[src/rtl/seq_divider.sv]
module seq_divider #(
  parameter int W = 8,
  parameter bit SIGNED_EN = 1'b1
) (
  input  logic         clk,
  input  logic         rst_n,
  input  logic         start,
  input  logic         nonrestoring,
  input  logic         signed_op,
  input  logic [W-1:0] dividend,
  input  logic [W-1:0] divisor,
  output logic         busy,
  output logic         done,
  output logic         div_zero,
  output logic [W-1:0] quotient,
  output logic [W-1:0] remainder
);
  localparam int CW = $clog2(W + 1);

  typedef enum logic [1:0] {S_IDLE, S_RUN, S_CORR, S_FIN} state_t;

  state_t        st;
  logic [W:0]    a_r, m_r;
  logic [W-1:0]  q_r;
  logic [CW-1:0] cnt;
  logic          mode_r, sgn_r, negq_r, negr_r;

  logic          sop, dvd_neg, dvs_neg, add_op, q0, last;
  logic [W-1:0]  dvd_mag, dvs_mag, res_q, res_r;
  logic [W:0]    a_sh, add_in, alu, step_a;

  assign busy    = (st != S_IDLE);
  assign sop     = SIGNED_EN && signed_op;
  assign dvd_neg = sop && dividend[W-1];
  assign dvs_neg = sop && divisor[W-1];
  assign dvd_mag = dvd_neg ? -dividend : dividend;
  assign dvs_mag = dvs_neg ? -divisor : divisor;

  assign a_sh   = {a_r[W-1:0], q_r[W-1]};
  assign add_op = (st == S_CORR) || (mode_r && a_r[W]);
  assign add_in = (st == S_CORR) ? a_r : a_sh;
  assign alu    = add_op ? add_in + m_r : add_in - m_r;
  assign step_a = (!mode_r && alu[W]) ? a_sh : alu;
  assign q0     = ~alu[W];
  assign last   = (cnt == CW'(W - 1));

  assign res_q = negq_r ? -q_r : q_r;
  assign res_r = negr_r ? -a_r[W-1:0] : a_r[W-1:0];

  always_ff @(posedge clk or negedge rst_n) begin
    if (!rst_n) begin
      st        <= S_IDLE;
      a_r       <= '0;
      m_r       <= '0;
      q_r       <= '0;
      cnt       <= '0;
      mode_r    <= 1'b0;
      sgn_r     <= 1'b0;
      negq_r    <= 1'b0;
      negr_r    <= 1'b0;
      done      <= 1'b0;
      div_zero  <= 1'b0;
      quotient  <= '0;
      remainder <= '0;
    end else begin
      done <= 1'b0;
      case (st)
        S_IDLE: begin
          if (start) begin
            if (divisor == '0) begin
              done      <= 1'b1;
              div_zero  <= 1'b1;
              quotient  <= '1;
              remainder <= dividend;
            end else begin
              a_r    <= '0;
              m_r    <= {1'b0, dvs_mag};
              q_r    <= dvd_mag;
              cnt    <= '0;
              mode_r <= nonrestoring;
              sgn_r  <= sop;
              negq_r <= dvd_neg ^ dvs_neg;
              negr_r <= dvd_neg;
              st     <= S_RUN;
            end
          end
        end
        S_RUN: begin
          a_r <= step_a;
          q_r <= {q_r[W-2:0], q0};
          cnt <= cnt + CW'(1);
          if (last) st <= mode_r ? S_CORR : S_FIN;
        end
        S_CORR: begin
          if (a_r[W]) a_r <= alu;
          st <= S_FIN;
        end
        S_FIN: begin
          quotient  <= res_q;
          remainder <= res_r;
          div_zero  <= 1'b0;
          done      <= 1'b1;
          st        <= S_IDLE;
        end
        default: st <= S_IDLE;
      endcase
    end
  end

  p_done_pulse_r2: assert property (@(posedge clk) disable iff (!rst_n)
    (done && !start) |=> !done);

  p_done_not_busy_r2: assert property (@(posedge clk) disable iff (!rst_n)
    busy |-> !done);

  p_restore_nonneg_r3: assert property (@(posedge clk) disable iff (!rst_n)
    (st == S_RUN && !mode_r) |-> !a_r[W]);

  p_fix_nonneg_r4: assert property (@(posedge clk) disable iff (!rst_n)
    (st == S_FIN) |-> !a_r[W]);

  p_rem_bound_r5: assert property (@(posedge clk) disable iff (!rst_n)
    (done && !div_zero && !sgn_r) |-> (remainder < m_r[W-1:0]));

  p_zero_quot_r7: assert property (@(posedge clk) disable iff (!rst_n)
    (done && div_zero) |-> (quotient == '1));

  p_hold_r9: assert property (@(posedge clk) disable iff (!rst_n)
    !done |-> ($stable(quotient) && $stable(remainder) && $stable(div_zero)));
endmodule

[config.mk]
export PLATFORM = sky130hd
export DESIGN_NAME = seq_divider
export DESIGN_NICKNAME = d
export VERILOG_FILES = /design/src/rtl/seq_divider.sv
export SDC_FILE = /design/constraint.sdc
export NUM_CORES = 1
export LEC_CHECK = 0
export ABC_AREA = 1
export BUFFER_PORTS_ARGS = -buffer_cell sky130_fd_sc_hd__buf_2
export CAP_MARGIN = 20
export CORE_MARGIN = 1
export CORE_UTILIZATION = 42
export CTS_CLUSTER_DIAMETER = 50
export DETAILED_ROUTE_END_ITERATION = 7
export SYNTH_ARGS = -nofsm -noshare
export SYNTH_HDL_FRONTEND = slang
export SYNTH_SLANG_ARGS = --single-unit
[constraint.sdc]
create_clock -name clk -period 2.9 [get_ports clk]
set_clock_uncertainty 0.2 [all_clocks]
set_input_delay 0.29 -clock clk [delete_from_list [all_inputs] [get_ports clk]]
set_output_delay 0.29 -clock clk [all_outputs]
set_load 0.01 [all_outputs]
==> results of run 1 <==
path summary, 6_finish.rpt:
kind	startpoint	endpoint	slack [ns]
worst max-delay path	st[1]	a_r[6]	0.12
worst min-delay path	dividend[0]	remainder[0]	0.05
worst max register to register	st[1]	a_r[6]	0.12
worst min register to register	div_zero	div_zero	0.29
max in group asynchronous	rst_n	negq_r	1.42
min in group asynchronous	rst_n	m_r[6]	0.25
critical path, delay by kind of cell, from the launching register on:
family | cells | cell delay, ns
simple gates | 11 | 0.93
compound gates | 2 | 0.36
xor+xnor | 1 | 0.18
buf+inv | 2 | 0.14
flops | 1 | 0.42
fa+ha+maj | 2 | 0.47
cells by family after synthesis:
logic type	Yosys count	share of synthesized area, %
XOR/XNOR	25	5.64
adder cells (fa/ha/maj)	21	6.96
AO/OA/AOI/OAI	104	16.9
buffers and inverters	83	8.90
flip-flops	52	33.5
AND/OR/NAND/NOR	242	28.1
cell usage after synthesis, types with 5 or more instances:
library cell,instances
clkbuf_1,6
o21ai_0,39
nand3_2,5
dfrtp_1,52
o21ai_1,7
nand2_4,5
nand2_2,7
xor2_1,21
a41oi_1,6
nand2_1,138
inv_1,64
a21oi_1,17
nand3_1,35
nor3_1,5
o21ai_2,10
ha_1,20
o211ai_1,12
nor2_1,34
area by class of cell:
type | instances | area [sq um]
clock buffer | 6 | 72.6
clock inverter | 2 | 13.8
fill | 876 | 4250
inverter | 70 | 270
multi-input combinational | 394 | 2390
sequential | 52 | 1300
tap | 108 | 135
timing repair buffer | 66 | 419
state kept, by name, summed over array words and instances, names as in the netlist:
signal     flops
m_r            8
negr_r         1
quotient       8
a_r            9
mode_r         1
q_r            8
cnt            4
remainder      8
div_zero       1
st             2
negq_r         1
done           1
per-layer routing:
layer / up-vias / track usage [%] / share of wire [%]
met5: - / 0 / 0
met2: 61 / 37.3 / 48
li1: 1858 / - / -
met4: 0 / 5.51 / 1.4
met3: 13 / 2.72 / 3.5
met1: 1691 / 28.8 / 47
power groups by stage:
| stage | Sequential (mW) | Clock, mW | Combinational [mW] |
|---|---|---|---|
| floorplan | 1.27 | 0 | 2.44 |
| global placement | 1.26 | 0 | 3.39 |
| detailed placement | 1.27 | 0 | 3.44 |
| CTS | 1.25 | 0.454 | 3.48 |
| global route | 1.31 | 0.486 | 4.29 |
| finish | 1.27 | 0.438 | 3.81 |
what timing repair did:
action,4_1_cts,5_1_grt
pin swaps,0,13
setup buffers,1,4
resized for setup,2,27
hold buffers,2,0
setup endpoints to repair,8,10
hold endpoints to repair,18,0
gates cloned,0,2
==> run metrics, run 1 <==
DR pass1 iterations=7; P_sw=2.81 mW; ANT nets after route=0; pre-CTS WS=-0.0461 ns; Num CTS Buffers=5; fmax=359 MHz; Skew-Pair Late Insertion Delay=0.31 ns; share of the synthesized area in the top cell type=33.5%; top_reg_cell synth=dfrtp_1; H-tree depth=2; Hold Path Depth=3; Mapped Cells=527; crit-path max FO=5; final wirelength=10,000 um; LEAKAGE=2.27 nW; vias in the first global route=3,500; status=finished clean; Post-synth EDFFs=0; Setup TNS=0 ns; R2R depth=18; synthesis-to-finish area growth=18.5%; Post-DP HPWL=7590 um; GRT overflow=0; dpl cell area=0.00430 sq mm; CP required=2.91 ns; Yosys warnings=0; final setup fails=0; commonest non-fill, non-tap cell in the layout=nand2_1; CTS tree=yes; root buf cell=clkbuf_8; Power Density=1200 mW/mm^2; post-route DRC violation count=0; nature of the critical path endpoint=flip-flop; initial DRC count=142; Synth Net Count=569; max_cap viols=0; Die H=98.1 um; GPL Wtd Cong=0.902; gr usage total=21.6%; WHS=0.0477 ns; relative max-transition margin=59.7%; crit-path cells=ha_4, a21oi_4, nand2_2, nand2_1, xor2_1, ha_1, nand2_1, inv_1, a21oi_2, nand2_4, inv_4, nand3_4, nand3_4, nand2_2, nand3_2, nand2_1, nand2_1, nand2_1; Core ar.=0.00885 sq mm; Synth async-reset ratio=100%; die width=98.1 um; num rows=34; Final Instance Area=0.00460 sq mm; Placed Instances=681; Combinational Power Share=69.1%; clk sinks=52; # diodes=0; slowest CP cell=dfrtp_1; Period minus WS final=2.78 ns; Pint=2.71 mW; area leader, netlist=dfrtp_1; Hold Crit Class=input port to flip-flop; switching part of the total power=50.9%; Seq/Total Area, Yosys=33.5%; synthesized flop and latch total=52; final setup margin=0.117 ns; mean post-synth cell area=7.36 sq um; Final Max Slew Viols=0; most used cell, CP=nand2_1; share of layout cells above drive strength 1=22.9%; crit path kind=flip-flop to flip-flop; first-pass GRT wire length=16,600 um; port buffer count=39; Design Power=5.51 mW; WP data arrival=2.80 ns; # nets final=631; largest net degree at the start of global routing=36; worst vdd ir=389 uV; Slew @ Worst Pin=0.604 ns; initial core utilization=43.9%; clock slew seen by the registers of the worst setup and hold paths=0.10 ns; Cell variety after synth=39; Via density=5.19; routed via count=3,623; Post-Synthesis Cell Area=0.00388 sq mm; Flop pwr share=23.0%; Final Hold Vio Count=0; Slowest Stage Delay on Critical Path=0.42 ns; Final period util=96.0%; die outline area=0.00963 sq mm; routed len/inst=14.4 um; most frequent cells in the layout=nand2_1 (134), inv_1 (62), dfrtp_1 (52); Setup crit start kind=flip-flop; leading post-synthesis cells by cell area=dfrtp_1 (34%), nand2_1 (13%), ha_1 (6.4%), inv_1 (6.2%), o21ai_0 (5.0%); Top Ports=40; Clock power frac=7.9%; Clock Path Buffers=2; RSZ-0062 raised after global routing=true; fin util=52.0%; Cell Count, Final, Fillers Out=698; antenna violations before repair=0
(Power assumes the default switching activity.)
==> inputs of run 2 (changes only) <==
--- a/config.mk
+++ b/config.mk
@@ -12,6 +12,8 @@
 export CORE_UTILIZATION = 42
 export CTS_CLUSTER_DIAMETER = 50
 export DETAILED_ROUTE_END_ITERATION = 7
+export PLACE_DENSITY = 0.62
+export REMOVE_ABC_BUFFERS = 1
 export SYNTH_ARGS = -nofsm -noshare
 export SYNTH_HDL_FRONTEND = slang
 export SYNTH_SLANG_ARGS = --single-unit
==> run 2 against run 1 <==
The run now ends with DRC left. First-iteration DRC count grew 54%. Critical path type unchanged. Design area grew 1.1%. Global-route usage shrank 0.53 points.
==> run metrics, run 2 (synthesized netlist as in run 1, its figures left out) <==
status=complete, but fails checks; failing checks=DRC; RSZ-0062 raised after global routing=true; final setup fails=0 (unchanged); dpl cell area=0.00433 sq mm (+0.70%); Final Hold Vio Count=0 (unchanged); relative max-transition margin=53.8% (-5.9 points); WP data arrival=2.79 ns (about the same); Period minus WS final=2.80 ns (+0.0127 ns); largest register by flop count=a_r; sequential cell area=0.00130 sq mm (about the same); DR pass1 iterations=7 (unchanged); Clock Path Buffers=2 (unchanged); nature of the critical path endpoint=flip-flop; Post-DP HPWL=7450 um (-1.8%); Crit path max-delay family=simple AND/OR/NAND/NOR gates; Core ar.=0.00885 sq mm (unchanged); die width=98.1 um (unchanged); pre-CTS WS=-0.110 ns (-0.0634 ns); Num CTS Buffers=5 (unchanged); num rows=34 (unchanged); Fill cells=887 (+1.3%); initial DRC count=219 (+54%); antenna violations before repair=0 (unchanged); M2 GR Usage=35.3% (-2.1 points); vias in the first global route=3,464 (-1.0%); crit path kind=flip-flop to flip-flop; most frequent cells in the layout=nand2_1 (129), inv_1 (61), dfrtp_1 (51); Via density=5.24 (+0.92%); Power Density=1210 mW/mm^2 (+1.1%); CTS tree=yes; share of layout cells above drive strength 1=25.0% (+2.1 points); Skew-Pair Late Insertion Delay=0.31 ns (about the same); crit-path cells=inv_1, ha_4, buf_4, buf_4, nand2_1, o21ai_1, ha_4, nand2_4, inv_2, a21oi_4, nand2_4, inv_4, nand3_4, nand3_4, nand2_1, nand3_1, nand2_1, nand2_1, nand2_1; Setup TNS=0 ns (unchanged); Hold Crit Class=input port to flip-flop; port buffer count=39 (unchanged); final wirelength=9820 um (-2.3%); GRT overflow=0 (unchanged); routed len/inst=14.0 um (-2.7%); most used cell, CP=nand2_1; slowest CP cell=dfrtp_1; # nets final=634 (+0.48%); post-route DRC violation count=1 (+1); gr usage total=21.1% (-0.53 points); Final Max Slew Viols=0 (unchanged); initial core utilization=43.9% (unchanged); first-pass GRT wire length=16,400 um (-1.0%); # diodes=0 (unchanged); CP required=2.89 ns (-0.02 ns); Slowest Stage Delay on Critical Path=0.39 ns (-0.03 ns); max_cap viols=0 (unchanged); grt met1 use=29.3% (+0.56 points); largest net degree at the start of global routing=53 (+47%); clk sinks=52 (unchanged); worst vdd ir=550 uV (+42%); crit-path max FO=12 (+7); die outline area=0.00963 sq mm (unchanged); Setup crit start kind=flip-flop; Final period util=96.4% (+0.44 points); Top Usage Layer GRT=met2; Final Instance Area=0.00465 sq mm (+1.1%); met3 Use GR=2.93% (+0.21 points); ANT nets after route=0 (unchanged); fin util=52.6% (+0.58 points); Slew @ Worst Pin=0.692 ns (+0.0884 ns); fmax=358 MHz (-0.46%); GPL Wtd Cong=0.870 (-3.5%); commonest non-fill, non-tap cell in the layout=nand2_1; root buf cell=clkbuf_8; H-tree depth=2 (unchanged); LEAKAGE=2.30 nW (+1.2%); final setup margin=0.104 ns (-0.0127 ns); synthesis-to-finish area growth=19.8%; crit path buf inv count=5 (+3); Top Ports=40 (unchanged); Multi-input gate area=0.00243 sq mm (+1.9%); routed via count=3,672 (+1.4%); clock slew seen by the registers of the worst setup and hold paths=0.09 ns (about the same); max FFs per register=9 (unchanged); Die H=98.1 um (unchanged)
-- run 2: cell types whose count changed in the layout (fill, tap and decap cells not counted), moves of 2 or more --
cell and delta:
ha_1 +2, nand3_1 -2, o21ai_0 -5, nand2_2 +4, nand2_1 -5, o21ai_1 +4
buf_4 +6, a21oi_2 -2
-- run 2: worst reg2reg max path: stages, from the launching register on --
cell     delay [ns]
dfrtp_1        0.39
inv_1          0.12
ha_4           0.20
buf_4          0.13
buf_4          0.16
nand2_1        0.08
o21ai_1        0.20
ha_4           0.28
nand2_4        0.08
inv_2          0.04
a21oi_4        0.13
nand2_4        0.10
inv_4          0.07
nand3_4        0.09
nand3_4        0.14
nand2_1        0.07
nand3_1        0.07
nand2_1        0.05
nand2_1        0.05
nand2_1        0.05
-- run 2: routing by layer --
layer  vias up  share of wire, %  wire (um)
li1       1866                 -          -
met1      1709                45       4460
met2        80                48       4750
met3        17               4.8        476
met4         0               1.4        134
met5         -                 0          0
-- run 2: stage by stage --
| step | power, mW | std cells | hold WS, ns |
|---|---|---|---|
| after floorplan | 3.62 | 514 | -0.206 |
| after global placement | 4.69 | 687 | 0.253 |
| after detailed placement | 4.75 | 687 | 0.272 |
| after CTS | 5.24 | 698 | 0.00367 |
| after global routing | 6.19 | 701 | 0.00924 |
| final | 5.64 | 701 | 0.00565 |
-- run 2: path summary, 6_finish.rpt --
kind | start | to | slack, ns | cells after the start
max in group asynchronous | rst_n | m_r[0] | 1.56 | 3
setup reg to reg | st[0] | a_r[4] | 0.10 | 19
hold reg to reg | div_zero | div_zero | 0.29 | 2
hold / removal | nonrestoring | mode_r | 0.006 | 3
setup / recovery | st[0] | a_r[4] | 0.10 | 19
min in group asynchronous | rst_n | a_r[3] | 0.42 | 3
-- run 2: final cells by class --
| type | instances | area share [%] |
|---|---|---|
| Sequential cell | 52 | 28.0 |
| Clock inverter | 2 | 0.296 |
| Multi-Input combinational cell | 394 | 52.3 |
| Tap cell | 108 | 2.91 |
| Clock buffer | 6 | 1.56 |
| Inverter | 70 | 5.81 |
| Timing Repair Buffer | 69 | 9.09 |
-- run 2: where the power goes --
part	switching, mW	internal, mW	total, mW
registers	0.256	1.02	1.28
logic	2.37	1.57	3.94
clock network	0.247	0.173	0.420
total	2.87	2.77	5.64
-- run 2: what timing repair did --
action,in CTS,in global routing
hold buffers,1,0
gates cloned,1,1
resized for setup,6,42
pin swaps,0,13
setup buffers,1,2
endpoints found under the hold margin,52,0
setup endpoints to repair,9,10
